==> src/rtl/fact_engine.sv <==
module fact_engine #(
  parameter int W = 32
) (
  input  logic         clk,
  input  logic         rst,
  input  logic         start,
  input  logic [W-1:0] n_in,
  output logic [W-1:0] result,
  output logic         done
);

  localparam logic [1:0] ST_LOAD = 2'b00;
  localparam logic [1:0] ST_RUN  = 2'b01;
  localparam logic [1:0] ST_FIN  = 2'b10;
  localparam logic [1:0] ST_BAD  = 2'b11;

  localparam logic [1:0] SEL_KEEP = 2'b00;
  localparam logic [1:0] SEL_INIT = 2'b01;
  localparam logic [1:0] SEL_STEP = 2'b10;

  // word layout: [5:4] accumulator select, [3:2] counter select, [1:0] next state
  function automatic logic [5:0] ctl_rom(input logic [2:0] addr);
    case (addr)
      {ST_LOAD, 1'b0}: ctl_rom = {SEL_INIT, SEL_INIT, ST_RUN};
      {ST_LOAD, 1'b1}: ctl_rom = {SEL_INIT, SEL_INIT, ST_FIN};
      {ST_RUN,  1'b0}: ctl_rom = {SEL_STEP, SEL_STEP, ST_RUN};
      {ST_RUN,  1'b1}: ctl_rom = {SEL_STEP, SEL_STEP, ST_FIN};
      {ST_FIN,  1'b0}: ctl_rom = {SEL_KEEP, SEL_KEEP, ST_FIN};
      {ST_FIN,  1'b1}: ctl_rom = {SEL_KEEP, SEL_KEEP, ST_FIN};
      {ST_BAD,  1'b0}: ctl_rom = {SEL_KEEP, SEL_KEEP, ST_LOAD};
      default:         ctl_rom = {SEL_KEEP, SEL_KEEP, ST_LOAD};
    endcase
  endfunction

  logic [1:0]   state_q, state_d;
  logic [W-1:0] acc_q, acc_d;
  logic [W-1:0] cnt_q, cnt_d;
  logic [W-1:0] prod, cnt_dec;
  logic [5:0]   sel_word, ctl_word;
  logic         zero;

  assign prod    = acc_q * cnt_q;
  assign cnt_dec = cnt_q - W'(1);

  // selects never depend on the zero flag, so the flag is formed from the Z=0 word
  assign sel_word = ctl_rom({state_q, 1'b0});

  always_comb begin
    case (sel_word[3:2])
      SEL_INIT: cnt_d = n_in;
      SEL_STEP: cnt_d = cnt_dec;
      default:  cnt_d = cnt_q;
    endcase
  end

  assign zero     = (cnt_d == '0);
  assign ctl_word = ctl_rom({state_q, zero});

  always_comb begin
    case (ctl_word[5:4])
      SEL_INIT: acc_d = W'(1);
      SEL_STEP: acc_d = prod;
      default:  acc_d = acc_q;
    endcase
  end

  assign state_d = (state_q == ST_FIN && start) ? ST_LOAD : ctl_word[1:0];

  always_ff @(posedge clk) begin
    if (rst) begin
      state_q <= ST_LOAD;
      acc_q   <= '0;
      cnt_q   <= '0;
    end else begin
      state_q <= state_d;
      acc_q   <= acc_d;
      cnt_q   <= cnt_d;
    end
  end

  assign result = acc_q;
  assign done   = (state_q == ST_FIN);

endmodule


==> config.mk <==
export PLATFORM = sky130hd
export DESIGN_NAME = fact_engine
export DESIGN_NICKNAME = d
export VERILOG_FILES = /design/src/rtl/fact_engine.sv
export SDC_FILE = /design/constraint.sdc
export NUM_CORES = 1
export LEC_CHECK = 0
export ABC_AREA = 1
export BUFFER_PORTS_ARGS = -buffer_cell sky130_fd_sc_hd__buf_2
export CAP_MARGIN = 5
export CORE_MARGIN = 2
export CORE_UTILIZATION = 60
export DETAILED_ROUTE_END_ITERATION = 8
export PLACE_DENSITY_LB_ADDON = 0.3
export SETUP_SLACK_MARGIN = 0.5
export SLEW_MARGIN = 15
export SYNTH_ARGS = -nofsm -noshare
export SYNTH_HDL_FRONTEND = slang
export SYNTH_SLANG_ARGS = --single-unit
==> constraint.sdc <==
create_clock -name clk -period 13.75 [get_ports clk]
set_clock_uncertainty 0.2 [all_clocks]
set_input_delay 2.75 -clock clk [delete_from_list [all_inputs] [get_ports clk]]
set_output_delay 2.75 -clock clk [all_outputs]
set_load 0.01 [all_outputs]
## Yosys cells after proc, flatten, opt, wreduce, memory -nomap -nowiden

Index checks and enable logic that the tools add are counted.

- Multiplexer cells: 4
- Equality and inequality tests: 12
- Add/sub/neg operators: 1
- $mul: 1
- Reduce and logical (&&, ||, !) cells: 7

Operators with widths:

| kind | count |
|---|---|
| 32-bit case mux with 2 select lines | 2 |
| 32-bit zero test | 1 |
| 32-bit by 32-bit multiplier with 32-bit output | 1 |
| 32-bit by 1-bit subtractor with 32-bit output, second input constant | 1 |
| 6-bit case mux with 5 select lines | 1 |
| 4-bit case mux with 4 select lines | 1 |
| 2-bit == test, second input constant | 4 |
| 2-bit by 1-bit == test with 1-bit output, second input constant | 3 |
| 3-bit by 2-bit == test with 1-bit output, second input constant | 2 |
| 3-bit == test, second input constant | 2 |
| 2-bit OR reduction | 2 |
| 3-bit by 1-bit == test with 1-bit output, second input constant | 1 |
| 3-bit zero test | 1 |
| 2-bit zero test | 1 |
| 2-bit nonzero test | 1 |
| 1-bit logical AND | 1 |

- Register bits: 66
- Input bits: 35
- Logic and storage cells: 28
- Output and inout port bits: 33

## Depth between registers and ports, before layout

- Depth after elaboration: 10
- Gate-level depth with buffers: 37
- Mapped depth without buffers: 35

## Worst setup path before layout

OpenSTA, ideal clock, no wires.

- Path kind: register to register
- Start point: reg cnt_q[5]
- End point: reg acc_q[26] (netlist: result[26])
- Period minus slack after synthesis: 6.803 ns
- Data required time: 13.418 ns
- Cell stages (with the launch flop): 29
- Setup time: 0.132 ns
- Path slack: 6.947 ns
- Buffers on the path: 2
- Arrival time: 6.471 ns
- Path through: dfxtp_1 -> clkbuf_1 -> clkbuf_1 -> nand2_1 -> inv_1 -> fa_1 -> fa_1 -> fa_1 -> inv_1 -> fa_1 -> inv_1 -> fa_1 -> inv_1 -> fa_1 -> inv_1 -> fa_1 -> fa_1 -> ha_1 -> nand2_1 -> nor2_1 -> nand2_1 -> inv_1 -> nand4_1 -> nand3_1 -> a21o_1 -> a21oi_1 -> or2_2 -> nand3_1 -> a21oi_1

- Word-level cells in the longest chain between the ends: 8
- Elaborated cells on any way between the ends: 16
- Classes of those cells: add/sub: 1; mul: 1; eq/ne: 7; mux: 3; reduce/logical: 4

RTL lines:

| element | line | source |
|---|---|---|
| start: declaration | 37 | `logic [W-1:0] cnt_q, cnt_d;` |
| start signal: assignment | 77 | `cnt_q <= cnt_d;` |
| 32-bit by 1-bit subtractor with 32-bit output | 43 | `assign cnt_dec = cnt_q - W'(1);` |
| 32-bit case mux with 2 select lines | 49 | `case (sel_word[3:2])` |
| 32-bit zero test | 56 | `assign zero = (cnt_d == '0);` |
| 3-bit == test | 23 | `case (addr)` |
| 2-bit OR reduction (no source line) | - |  |
| 6-bit case mux with 5 select lines | 23 |  |
| 2-bit == test or 2-bit by 1-bit == test with 1-bit output (tied branches) | 60 | `case (ctl_word[5:4])` |
| 32-bit case mux with 2 select lines or 2-bit nonzero test (tied branches) | - |  |
| end signal: assignment | 72 | `acc_q <= '0;` |
| end signal: assignment | 76 | `acc_q <= acc_d;` |
| end: declaration | 36 | `logic [W-1:0] acc_q, acc_d;` |

Several ways; a longest one is shown, not always the timed one.
A chain may end at the register's enable or synchronous reset.

## Worst setup path in the final report

- Start point: reg acc_q[12] (netlist: result[12])
- End point: reg acc_q[30] (netlist: result[30])

- Word-level cells in the longest chain between the ends: 2

RTL lines:

| element | line | source |
|---|---|---|
| 32-bit by 32-bit multiplier with 32-bit output | 42 | `assign prod = acc_q * cnt_q;` |
| 32-bit case mux with 2 select lines | 60 |  |

No other way between the ends.

==> results.toml <==
[grt]
grt_overflow = 0
grt_pass1_vias = 19061
grt_pass1_wl_um = 98700
grt.total_usage_pct = 36.1
antenna_found_initial = 0
grt_max_degree = 66

[run]
cap_viol_max_count = 0

[floorplanning]
initial_core_util_pct = 61.0
num_rows = 67
die_x_um = 189
coreArea_um2 = 33500
io_pins = 68
die_h_um = 189
die_area_um2 = 35600

[sta]
setup_viol = 0
max_freq_mhz = 130
worst_pin_slew_ps = 1250
final-hold-violation-count = 0
rsz0062_at_grt = "no"
fin_crit_sh_pct = 56.0
slew_headroom_pct = 16.6
finalSetupTns_ps = 0
period_needed_ps = 7700
report.final.slew_viol_count = 0

[hold_path]
hp-class = "reg -> reg"

[routing]
routed_wl_um = 61200
drt-vias-per-instance = 5.56
drt_pass1_iterations = 5
wl_per_cell_um = 18.7
vias = 18177
postRouteAntennaNets = 0
drc = 0
dr.first_iter.drc_count = 1523

[synthesis]
yosysWarnings = 0
ys_top_cells_by_area = "fa_1, inv_1, nand2_1, ha_1, dfxtp_1"
yosysTopAreaCellShare_pct = 40.0
synth_edf_count = 0
synth-seq-cells = 66
syn_inst = 2857
syn-cell-area_um2 = 20400
syn_avg_cell_area_um2 = 7.15
synth_ff_type = "dfxtp_1"
seq_area_frac_synth_pct = 6.46
synth.net_count = 3424
synth_most_common_cell = "inv_1"
synth_top_area_cell = "fa_1"
synth_commonest_cells = "inv_1, nand2_1, fa_1"
synth_cell_type_count = 50
postSynth.asyncResetShare_pct = 0

[critical_path]
cp.required_ps = 13760
critPathKind = "reg -> reg"
crit_buf_inv = 6
critPathTopFamily = "adder cells"
cp_data_arrival_time_ps = 7710
endpoint_kind = "register"
slowest_stage = "dfxtp_1"
critPathLaunchType = "register"
path_common_cell = "fa_1"
slowest_delay_ps = 1050
worstPathMaxFanout = 22
crit_chain = "nand2_1, fa_1, inv_1, fa_1, inv_1, fa_1, inv_1, fa_1, inv_1, fa_1, fa_1, inv_1, fa_1, fa_1, ha_1, inv_1, nor3_1, nand4_1, o2111a_1, nand2_1, a21oi_1, o21ai_0, a21oi_1"

[final_layout]
syn2layout_area_growth_pct = 3.98
nets = 3387
finalInstanceArea_um2 = 21300
drive_gt1_share_pct = 5.74
antenna_cells = 0
nFillCells = 2994

[clocking]
cts_setup_buffers = 0
cts.sinks = 66
hold_buffers = 0
cts_root_buf = "clkbuf_16"
cts_tree = "built"
htree_levels = 3
clock_latency_ps = 370
clk_pin_slew_worst_paths_ps = 60
clock_path_buffers = 2
cts_resized = 0
cts_buffers = 9

[place]
place_congestion = 0.968
dp_hpwl_um = 47100
port_buffers = 67
dpl-instance-area_um2 = 20900

[pwr]
ir_worst_vdd_v = 0.0000689
powerDensity_nw_per_um2 = 41.3
p_leak_nw = 13.3

[outcome]
status = "finished clean"
==> final cells by class <==
type | count | area (µm²) | area share [%]
inverters | 835 | 3140 | 14.8
well taps | 448 | 561 | 2.64
multi-input cells | 1811 | 15400 | 72.3
repair buffers | 97 | 561 | 2.64
clock buffers | 9 | 225 | 1.06
flip-flops and latches | 66 | 1320 | 6.22
clock inverters | 6 | 91.3 | 0.430
==> per-stage QoR <==
step	cells	util, %	total power [W]	hold WS (ps)	worst slack [ps]
finish	3272	63.4	0.000878	353	6050
global route	3272	63.4	0.000927	374	5830
CTS	3272	63.4	0.000870	337	6180
detailed placement	3257	62.4	0.000600	323	6220
global placement	3257	62.4	0.000590	329	6320
floorplan	2857	-	0.000484	293	6950
==> power breakdown <==
group          internal, W  total, W  switching [W]
clock             0.000159  0.000270       0.000111
combinational     0.000121  0.000357       0.000237
sequential        0.000203  0.000251      0.0000477
==> routing by layer <==
metal | global-route usage (%) | up-vias | routed length (µm)
met4 | 22.6 | 0 | 4340
met5 | 0 | - | 0
met2 | 60.9 | 1081 | 29200
met1 | 43.2 | 8770 | 21600
li1 | - | 8068 | -
met3 | 5.98 | 258 | 6110
==> path summary, 6_finish.rpt <==
| path | slack [ps] | start | endpoint | cells after the start |
|---|---|---|---|---|
| max | 6050 | result[12] | result[30] | 23 |
| min | 350 | result[31] | result[31] | 2 |
| max reg2reg | 6050 | result[12] | result[30] | 23 |
| min reg2reg | 350 | result[31] | result[31] | 2 |
==> worst min-delay path: stages, from the launching register on <==
cell	delay [ps]
dfxtp_1	370
nand2_1	80
a21oi_1	60
==> state kept, by name, summed over array words and instances (netlist names) <==
name     flops
state_q      2
cnt_q       32
result      32
==> cells in the final DEF (no fill, tap or decap), types with 3 or more instances in the layout <==
master	count
inv_1	826
nand2_1	804
fa_1	408
ha_1	124
nor2_1	100
nand3_1	100
a21oi_1	99
buf_2	67
dfxtp_1	65
o21ai_0	46
buf_4	30
a22oi_1	19
nand4_1	12
or2_2	12
xor2_1	9
o221ai_1	9
clkbuf_16	9
inv_2	7
nand2_2	7
a21o_1	7
nor3_1	6
nand3b_1	6
nor2_4	5
xnor2_1	5
nor2_2	4
clkinv_2	3
or2_1	3
nand3_2	3
==> logic make-up (layout without fill, tap and decap cells) <==
family | count (synthesis) | after routing | share of synthesized area (%)
AO/OA/AOI/OAI | 196 | 196 | 5.54
XOR/XNOR | 14 | 14 | 0.600
adder cells (fa/ha/maj) | 532 | 532 | 47.5
buffers and inverters | 980 | 947 | 18.4
flip-flops | 66 | 66 | 6.46
AND/OR/NAND/NOR | 1069 | 1069 | 21.4
No activity file was read; power rests on OpenSTA's default activity.
